[src/rtl/stby_pkg.sv]
package stby_pkg;
   typedef enum logic [1:0] {
      ST_RUN    = 2'd0,
      ST_STBY   = 2'd1,
      ST_SETTLE = 2'd2
   } stby_st_e;

   localparam logic [1:0] STAT_RUN   = 2'b00;
   localparam logic [1:0] STAT_GATED = 2'b01;

   localparam int CODE_NMI      = 'h1C0;
   localparam int CODE_LVL_BASE = 'h200;
   localparam int CODE_PER_BASE = 'h400;
   localparam int CODE_STEP_LG2 = 5;
endpackage

[src/rtl/stby_wake_arb.sv]
module stby_wake_arb
   import stby_pkg::*;
#(
   parameter int NPER      = 4,
   parameter int LVL_W     = 4,
   parameter int CODE_W    = 12,
   parameter int GPIO_CODE = 'h600
) (
   input  logic              nmi,
   input  logic [LVL_W-1:0]  irl_lvl,
   input  logic [LVL_W-1:0]  imask,
   input  logic              rtc_run,
   input  logic              gpio_req,
   input  logic [LVL_W-1:0]  gpio_lvl,
   input  logic [NPER-1:0]   per_req,
   output logic              hit,
   output logic [CODE_W-1:0] code
);
   localparam int PAD_W = CODE_W - LVL_W;

   logic              lvl_ok, gpio_ok, per_hit;
   logic [CODE_W-1:0] lvl_code, per_code;
   logic [CODE_W-1:0] per_tab [NPER];

   genvar g;
   generate
      for (g = 0; g < NPER; g++) begin : g_per_code
         assign per_tab[g] = CODE_W'(CODE_PER_BASE + (g << CODE_STEP_LG2));
      end
   endgenerate

   assign lvl_ok  = rtc_run && (irl_lvl > imask);
   assign gpio_ok = rtc_run && gpio_req && (gpio_lvl > imask);
   // ~lvl equals (max level - lvl)
   assign lvl_code = CODE_W'(CODE_LVL_BASE)
                   + ({{PAD_W{1'b0}}, ~irl_lvl} << CODE_STEP_LG2);

   always_comb begin
      per_hit  = 1'b0;
      per_code = '0;
      for (int i = NPER - 1; i >= 0; i--) begin
         if (per_req[i]) begin
            per_hit  = 1'b1;
            per_code = per_tab[i];
         end
      end
   end

   always_comb begin
      hit  = 1'b1;
      if (nmi)          code = CODE_W'(CODE_NMI);
      else if (lvl_ok)  code = lvl_code;
      else if (gpio_ok) code = CODE_W'(GPIO_CODE);
      else if (per_hit) code = per_code;
      else begin
         hit  = 1'b0;
         code = '0;
      end
   end
endmodule

[src/rtl/stby_settle_cnt.sv]
module stby_settle_cnt #(
   parameter int CNT_W = 8,
   parameter int PS_W  = 2
) (
   input  logic            clk,
   input  logic            rst_n,
   input  logic            run,
   input  logic [PS_W-1:0] presc_sel,
   output logic            ovf
);
   localparam int DIV_W = (1 << PS_W) - 1;

   logic [DIV_W-1:0] pre_q, lim;
   logic [CNT_W-1:0] cnt_q;
   logic             tick;

   assign lim  = ~({DIV_W{1'b1}} << presc_sel);
   assign tick = (pre_q == lim);
   assign ovf  = run && tick && (cnt_q == '1);

   always_ff @(posedge clk or negedge rst_n) begin
      if (!rst_n) begin
         pre_q <= '0;
         cnt_q <= '0;
      end else if (!run) begin
         pre_q <= '0;
         cnt_q <= '0;
      end else if (tick) begin
         pre_q <= '0;
         cnt_q <= cnt_q + 1'b1;
      end else begin
         pre_q <= pre_q + 1'b1;
      end
   end

   AST_TICK_STEP: assert property (@(posedge clk) disable iff (!rst_n)
      (run && tick) |=> (cnt_q == CNT_W'($past(cnt_q) + 1'b1))) else $error("tick step");
   AST_NO_SKIP: assert property (@(posedge clk) disable iff (!rst_n)
      (run && !tick) |=> $stable(cnt_q)) else $error("count moved without tick");
endmodule

[src/rtl/stby_wake_seq.sv]
module stby_wake_seq
   import stby_pkg::*;
#(
   parameter int NPER      = 4,
   parameter int LVL_W     = 4,
   parameter int CNT_W     = 8,
   parameter int PS_W      = 2,
   parameter int CODE_W    = 12,
   parameter int GPIO_CODE = 'h600
) (
   input  logic              clk,
   input  logic              rst_n,
   input  logic              sleep_req,
   input  logic              nmi,
   input  logic [LVL_W-1:0]  irl_lvl,
   input  logic [LVL_W-1:0]  imask,
   input  logic              rtc_run,
   input  logic              gpio_req,
   input  logic [LVL_W-1:0]  gpio_lvl,
   input  logic [NPER-1:0]   per_req,
   input  logic [PS_W-1:0]   presc_sel,
   output logic              clk_en,
   output logic [1:0]        status,
   output logic              wake_exc,
   output logic [CODE_W-1:0] event_code
);
   generate
      if (NPER < 1 || NPER > 8) begin : g_bad_nper
         $error("NPER must be 1..8");
      end
      if (PS_W < 1 || PS_W > 3) begin : g_bad_ps
         $error("PS_W must be 1..3");
      end
      if (CNT_W < 2) begin : g_bad_cnt
         $error("CNT_W must be at least 2");
      end
      if (CODE_W < 12 || LVL_W > 4 || LVL_W < 1) begin : g_bad_code
         $error("CODE_W must be >= 12 and LVL_W 1..4");
      end
   endgenerate

   stby_st_e          state_q;
   logic [CODE_W-1:0] pend_q;
   logic              hit, ovf;
   logic [CODE_W-1:0] code;

   stby_wake_arb #(
      .NPER(NPER), .LVL_W(LVL_W), .CODE_W(CODE_W), .GPIO_CODE(GPIO_CODE)
   ) u_arb (
      .nmi(nmi), .irl_lvl(irl_lvl), .imask(imask), .rtc_run(rtc_run),
      .gpio_req(gpio_req), .gpio_lvl(gpio_lvl), .per_req(per_req),
      .hit(hit), .code(code)
   );

   stby_settle_cnt #(.CNT_W(CNT_W), .PS_W(PS_W)) u_cnt (
      .clk(clk), .rst_n(rst_n), .run(state_q == ST_SETTLE),
      .presc_sel(presc_sel), .ovf(ovf)
   );

   always_ff @(posedge clk or negedge rst_n) begin
      if (!rst_n) begin
         state_q    <= ST_RUN;
         pend_q     <= '0;
         wake_exc   <= 1'b0;
         event_code <= '0;
      end else begin
         wake_exc <= 1'b0;
         unique case (state_q)
            ST_RUN: if (sleep_req && !hit) state_q <= ST_STBY;
            ST_STBY: if (hit) begin
               state_q <= ST_SETTLE;
               pend_q  <= code;
            end
            ST_SETTLE: if (ovf) begin
               state_q    <= ST_RUN;
               wake_exc   <= 1'b1;
               event_code <= pend_q;
            end
            default: state_q <= ST_RUN;
         endcase
      end
   end

   assign clk_en = (state_q == ST_RUN);
   assign status = clk_en ? STAT_RUN : STAT_GATED;

   AST_GATED_STATUS: assert property (@(posedge clk) disable iff (!rst_n)
      !clk_en |-> (status == 2'b01 && !wake_exc)) else $error("gated status");
   AST_RUN_STATUS: assert property (@(posedge clk) disable iff (!rst_n)
      clk_en |-> (status == 2'b00)) else $error("run status");
   AST_PULSE_ONE: assert property (@(posedge clk) disable iff (!rst_n)
      wake_exc |=> !wake_exc) else $error("strobe too long");
   AST_PULSE_CLK: assert property (@(posedge clk) disable iff (!rst_n)
      wake_exc |-> (clk_en && !$past(clk_en))) else $error("strobe not at clock restart");
   AST_SLEEP_HELD: assert property (@(posedge clk) disable iff (!rst_n)
      (state_q == ST_RUN && sleep_req && hit) |=> clk_en) else $error("sleep taken with wake pending");
   AST_SETTLE_CODE: assert property (@(posedge clk) disable iff (!rst_n)
      (state_q == ST_SETTLE && $past(state_q) == ST_SETTLE) |-> $stable(pend_q)) else $error("latched code moved");
endmodule

[config.mk]
export PLATFORM = sky130hd
export DESIGN_NAME = stby_wake_seq
export DESIGN_NICKNAME = d
export VERILOG_FILES = /design/src/rtl/stby_pkg.sv /design/src/rtl/stby_wake_arb.sv /design/src/rtl/stby_settle_cnt.sv /design/src/rtl/stby_wake_seq.sv
export SDC_FILE = /design/constraint.sdc
export NUM_CORES = 1
export LEC_CHECK = 0
export BUFFER_PORTS_ARGS = -buffer_cell sky130_fd_sc_hd__buf_2
export CORE_ASPECT_RATIO = 0.7
export CORE_MARGIN = 1
export CORE_UTILIZATION = 47
export CTS_CLUSTER_DIAMETER = 60
export DETAILED_ROUTE_END_ITERATION = 10
export GPL_TIMING_DRIVEN = 0
export PLACE_DENSITY = 0.75
export SYNTH_ARGS = -nofsm -noshare
export SYNTH_HDL_FRONTEND = slang
export SYNTH_SLANG_ARGS = --single-unit
export TNS_END_PERCENT = 10
[constraint.sdc]
create_clock -name clk -period 1.6 [get_ports clk]
set_input_delay 0.16 -clock clk [delete_from_list [all_inputs] [get_ports clk]]
set_output_delay 0.16 -clock clk [all_outputs]
set_load 0.05 [all_outputs]
==> flow_metrics.env <==
export IMPL_total_power_w=0.00165
export IMPL_gp_congestion=0.839
export IMPL_fmax_mhz=627
export IMPL_cts_htree_levels=1
export IMPL_finalSetupTns_ns=0
export IMPL_drc_errors=0
export IMPL_fin_crit_ns=1.59
export IMPL_worstSkewPairLatency_ns=0.27
export IMPL_grt_overflow=0
export IMPL_relSlewSlack_pct=60.3
export IMPL_crit_path_end_kind="register"
export IMPL_synthToLayoutAreaGrowth_pct=31.3
export IMPL_ys_flop_type="dfrtp_1"
export IMPL_path_max_fanout=9
export IMPL_rows=16
export IMPL_dp_hpwl_mm=2.49
export IMPL_first_iter_violations=104
export IMPL_dieHeight_um=49.0
export IMPL_syn_area_sq_um=1480
export IMPL_hold_path_class="in2reg"
export IMPL_grtUsageTotal_pct=21.0
export IMPL_grt_start_max_net_pins=27
export IMPL_fin_nets=233
export IMPL_r2r_start="u_cnt.pre_q[2]$_DFF_PN0_"
export IMPL_fin_cells=234
export IMPL_yosysMostFrequentCell="dfrtp_1"
export IMPL_fin_area_sq_um=1950
export IMPL_p_per_area_nw_per_um2=847
export IMPL_max_vdd_ir_drop_v=0.000427
export IMPL_dp_cells=225
export IMPL_place_area_sq_um=1780
export IMPL_die_w_um=69.2
export IMPL_arrival_ns=1.80
export IMPL_drv_slew=0
export IMPL_clock_skew_ns=0.00429
export IMPL_start_kind="primary input"
export IMPL_antenna_found_initial=0
export IMPL_synth_common_cells="26 x dfrtp_1, 12 x nor2_1, 11 x inv_1, 10 x ha_1"
export IMPL_drive_gt1_share_pct=39.4
export IMPL_dr_pass1_iters=4
export IMPL_coreArea_sq_um=2900
export IMPL_setup_viol=0
export IMPL_crit_end="pend_q[5]$_DFFE_PN0P_"
export IMPL_n_antenna_cell=0
export IMPL_grt_pass1_vias=1174
export IMPL_cp_startpoint="imask[2]"
export IMPL_cts_buffers=3
export IMPL_final_hold_violation_count=0
export IMPL_ys_ff_latch=26
export IMPL_viasPerCell=5.33
export IMPL_clk_path_buf_depth=2
export IMPL_synth_area_top_cells="dfrtp_1 44%, ha_1 8.4%, xnor2_1 5.3%, mux2_2 4.6%, buf_4 3.5%"
export IMPL_grt_pass1_wl_mm=5.61
export IMPL_worst_r2r_path_depth=6
export IMPL_max_cap_violations=0
export IMPL_io_buffer_count=32
export IMPL_fill_cells=225
export IMPL_regToRegEndpoint="u_cnt.cnt_q[7]$_DFFE_PN0P_"
export IMPL_wire_per_inst_um=14.6
export IMPL_clockRootBuffer="clkbuf_8"
export IMPL_synth_edf_count=0
export IMPL_synth_top_area_share_pct=43.8
export IMPL_cts_tree="yes"
export IMPL_ys_seq_area_share_pct=43.8
export IMPL_tightestPinTransition_ns=0.596
export IMPL_die_area_sq_um=3390
export IMPL_cts_sinks=26
export IMPL_critPathRequiredTime_ns=1.81
export IMPL_syn_area_per_cell_sq_um=9.83
export IMPL_cts_clk_slew_worst_paths_ns=0.09
export IMPL_synth_distinct_cells=37
export IMPL_rrSetupSlack_ns=0.05
export IMPL_ys_async_sr_fraction_pct=100
export IMPL_grt_setup_unrepaired="true"
export IMPL_ant_nets=0
export IMPL_initial_core_util_pct=51.1
export IMPL_period_share_pct=99.7
export IMPL_status="finished clean"
export IMPL_num_vias=1247
export IMPL_ios=40
export IMPL_synth_area_leader_cell="dfrtp_1"
export IMPL_worstSetupPathType="in2reg"
export IMPL_synthCells=151
export IMPL_p_leak_nw=0.929
export IMPL_yosys_warnings=0
export IMPL_wl_mm=3.41
registers in the layout (all words and copies together) (netlist names):
| signal | cells |
|---|---|
| state_q | 2 |
| u_cnt.pre_q | 3 |
| pend_q | 6 |
| event_code | 6 |
| wake_exc | 1 |
| u_cnt.cnt_q | 8 |
final cells by class:
type                       instances  area, sq um  share of cell area (%)
multi-input combinational        111          867                    44.5
sequential                        26          651                    33.4
timing repair buffer              37          206                    10.6
buffer                             9         67.6                    3.47
inverter                          11         56.3                    2.89
clock buffer                       4         55.1                    2.83
tap                               36         45.0                    2.31
placed cells by master, fill, tap and decap left out, types with 2 or more instances in the layout:
cell / Yosys / layout
clkbuf_8: 0 / 4
buf_4: 7 / 11
nand2b_1: 4 / 4
inv_1: 11 / 8
nand4_1: 3 / 3
nand3_1: 7 / 7
conb_1: 1 / 7
o2bb2ai_1: 2 / 2
nand2_1: 6 / 4
mux2_2: 6 / 6
a21oi_1: 9 / 8
ha_1: 10 / 6
xnor2_1: 9 / 9
or4_4: 2 / 3
a211oi_2: 0 / 2
nor2b_1: 4 / 4
buf_6: 0 / 2
ha_4: 0 / 4
nor2_1: 12 / 12
nor3_1: 7 / 6
buf_2: 1 / 31
o21ai_0: 4 / 4
dfrtp_1: 26 / 26
nand2_2: 0 / 2
worst max-delay path, cell delays in order:
cell	delay (ns)
buf_6	0.10
inv_12	0.03
ha_4	0.23
o21ai_2	0.12
a21oi_1	0.05
o211a_1	0.25
buf_6	0.14
o41ai_2	0.47
a221o_1	0.24
where the power goes:
group          total [W]  leakage (nW)  internal [W]  switching, W
clock           0.000416        0.0288      0.000220      0.000196
sequential      0.000764         0.348      0.000714     0.0000500
combinational   0.000470         0.552      0.000184      0.000286
total            0.00165         0.929       0.00112      0.000532
routing by layer:
layer,up-vias,track usage (%),wire (um)
met4,0,4.08,27
met1,590,30.9,1590
met3,4,5.58,221
met2,45,31.2,1570
li1,608,-,-
met5,-,0,0
worst min path at each step:
| stage | start | end | slack [ns] | cells after the start |
|---|---|---|---|---|
| after floorplan | rst_n | event_code[10]$_DFFE_PN0P_ | -0.14 | 0 |
| after global placement | rst_n | event_code[5]$_DFFE_PN0P_ | 0.17 | 1 |
| after detailed placement | rst_n | u_cnt.cnt_q[4]$_DFFE_PN0P_ | 0.20 | 1 |
| after CTS | sleep_req | state_q[0]$_DFFE_PN0P_ | 0.14 | 3 |
| after global routing | sleep_req | state_q[0]$_DFFE_PN0P_ | 0.14 | 3 |
| final | sleep_req | state_q[0]$_DFFE_PN0P_ | 0.14 | 3 |
kinds of logic (layout without fill, tap and decap cells):
group	count (synthesis)	in the layout	synth area share (%)
xor gates and xnor gates	9	9	5.31
buffers and inverters	20	61	6.91
DFF	26	26	43.8
other	1	7	0.253
and+or+nand+nor	50	50	17.6
muxes	6	6	4.55
adders and majority gates	10	10	8.43
AOI/OAI and AO/OA	29	29	13.1
repair_timing:
item                       4_1_cts  5_1_grt
pin swaps                        6        6
setup buffers                    2        2
setup endpoints to repair       11       12
hold endpoints to repair        26        0
hold buffers                     1        0
resized for setup                8        9
stage by stage:
step                      hold slack, ns  worst slack (ns)  util (%)
final                              0.141           0.00544      67.1
after global routing               0.142           -0.0321      67.1
after CTS                          0.139            0.0171      65.2
after detailed placement           0.195            -0.399      61.3
after global placement             0.175            -0.342      61.3
after floorplan                   -0.136           -0.0912         -
Power figures use the tool's default switching activity.
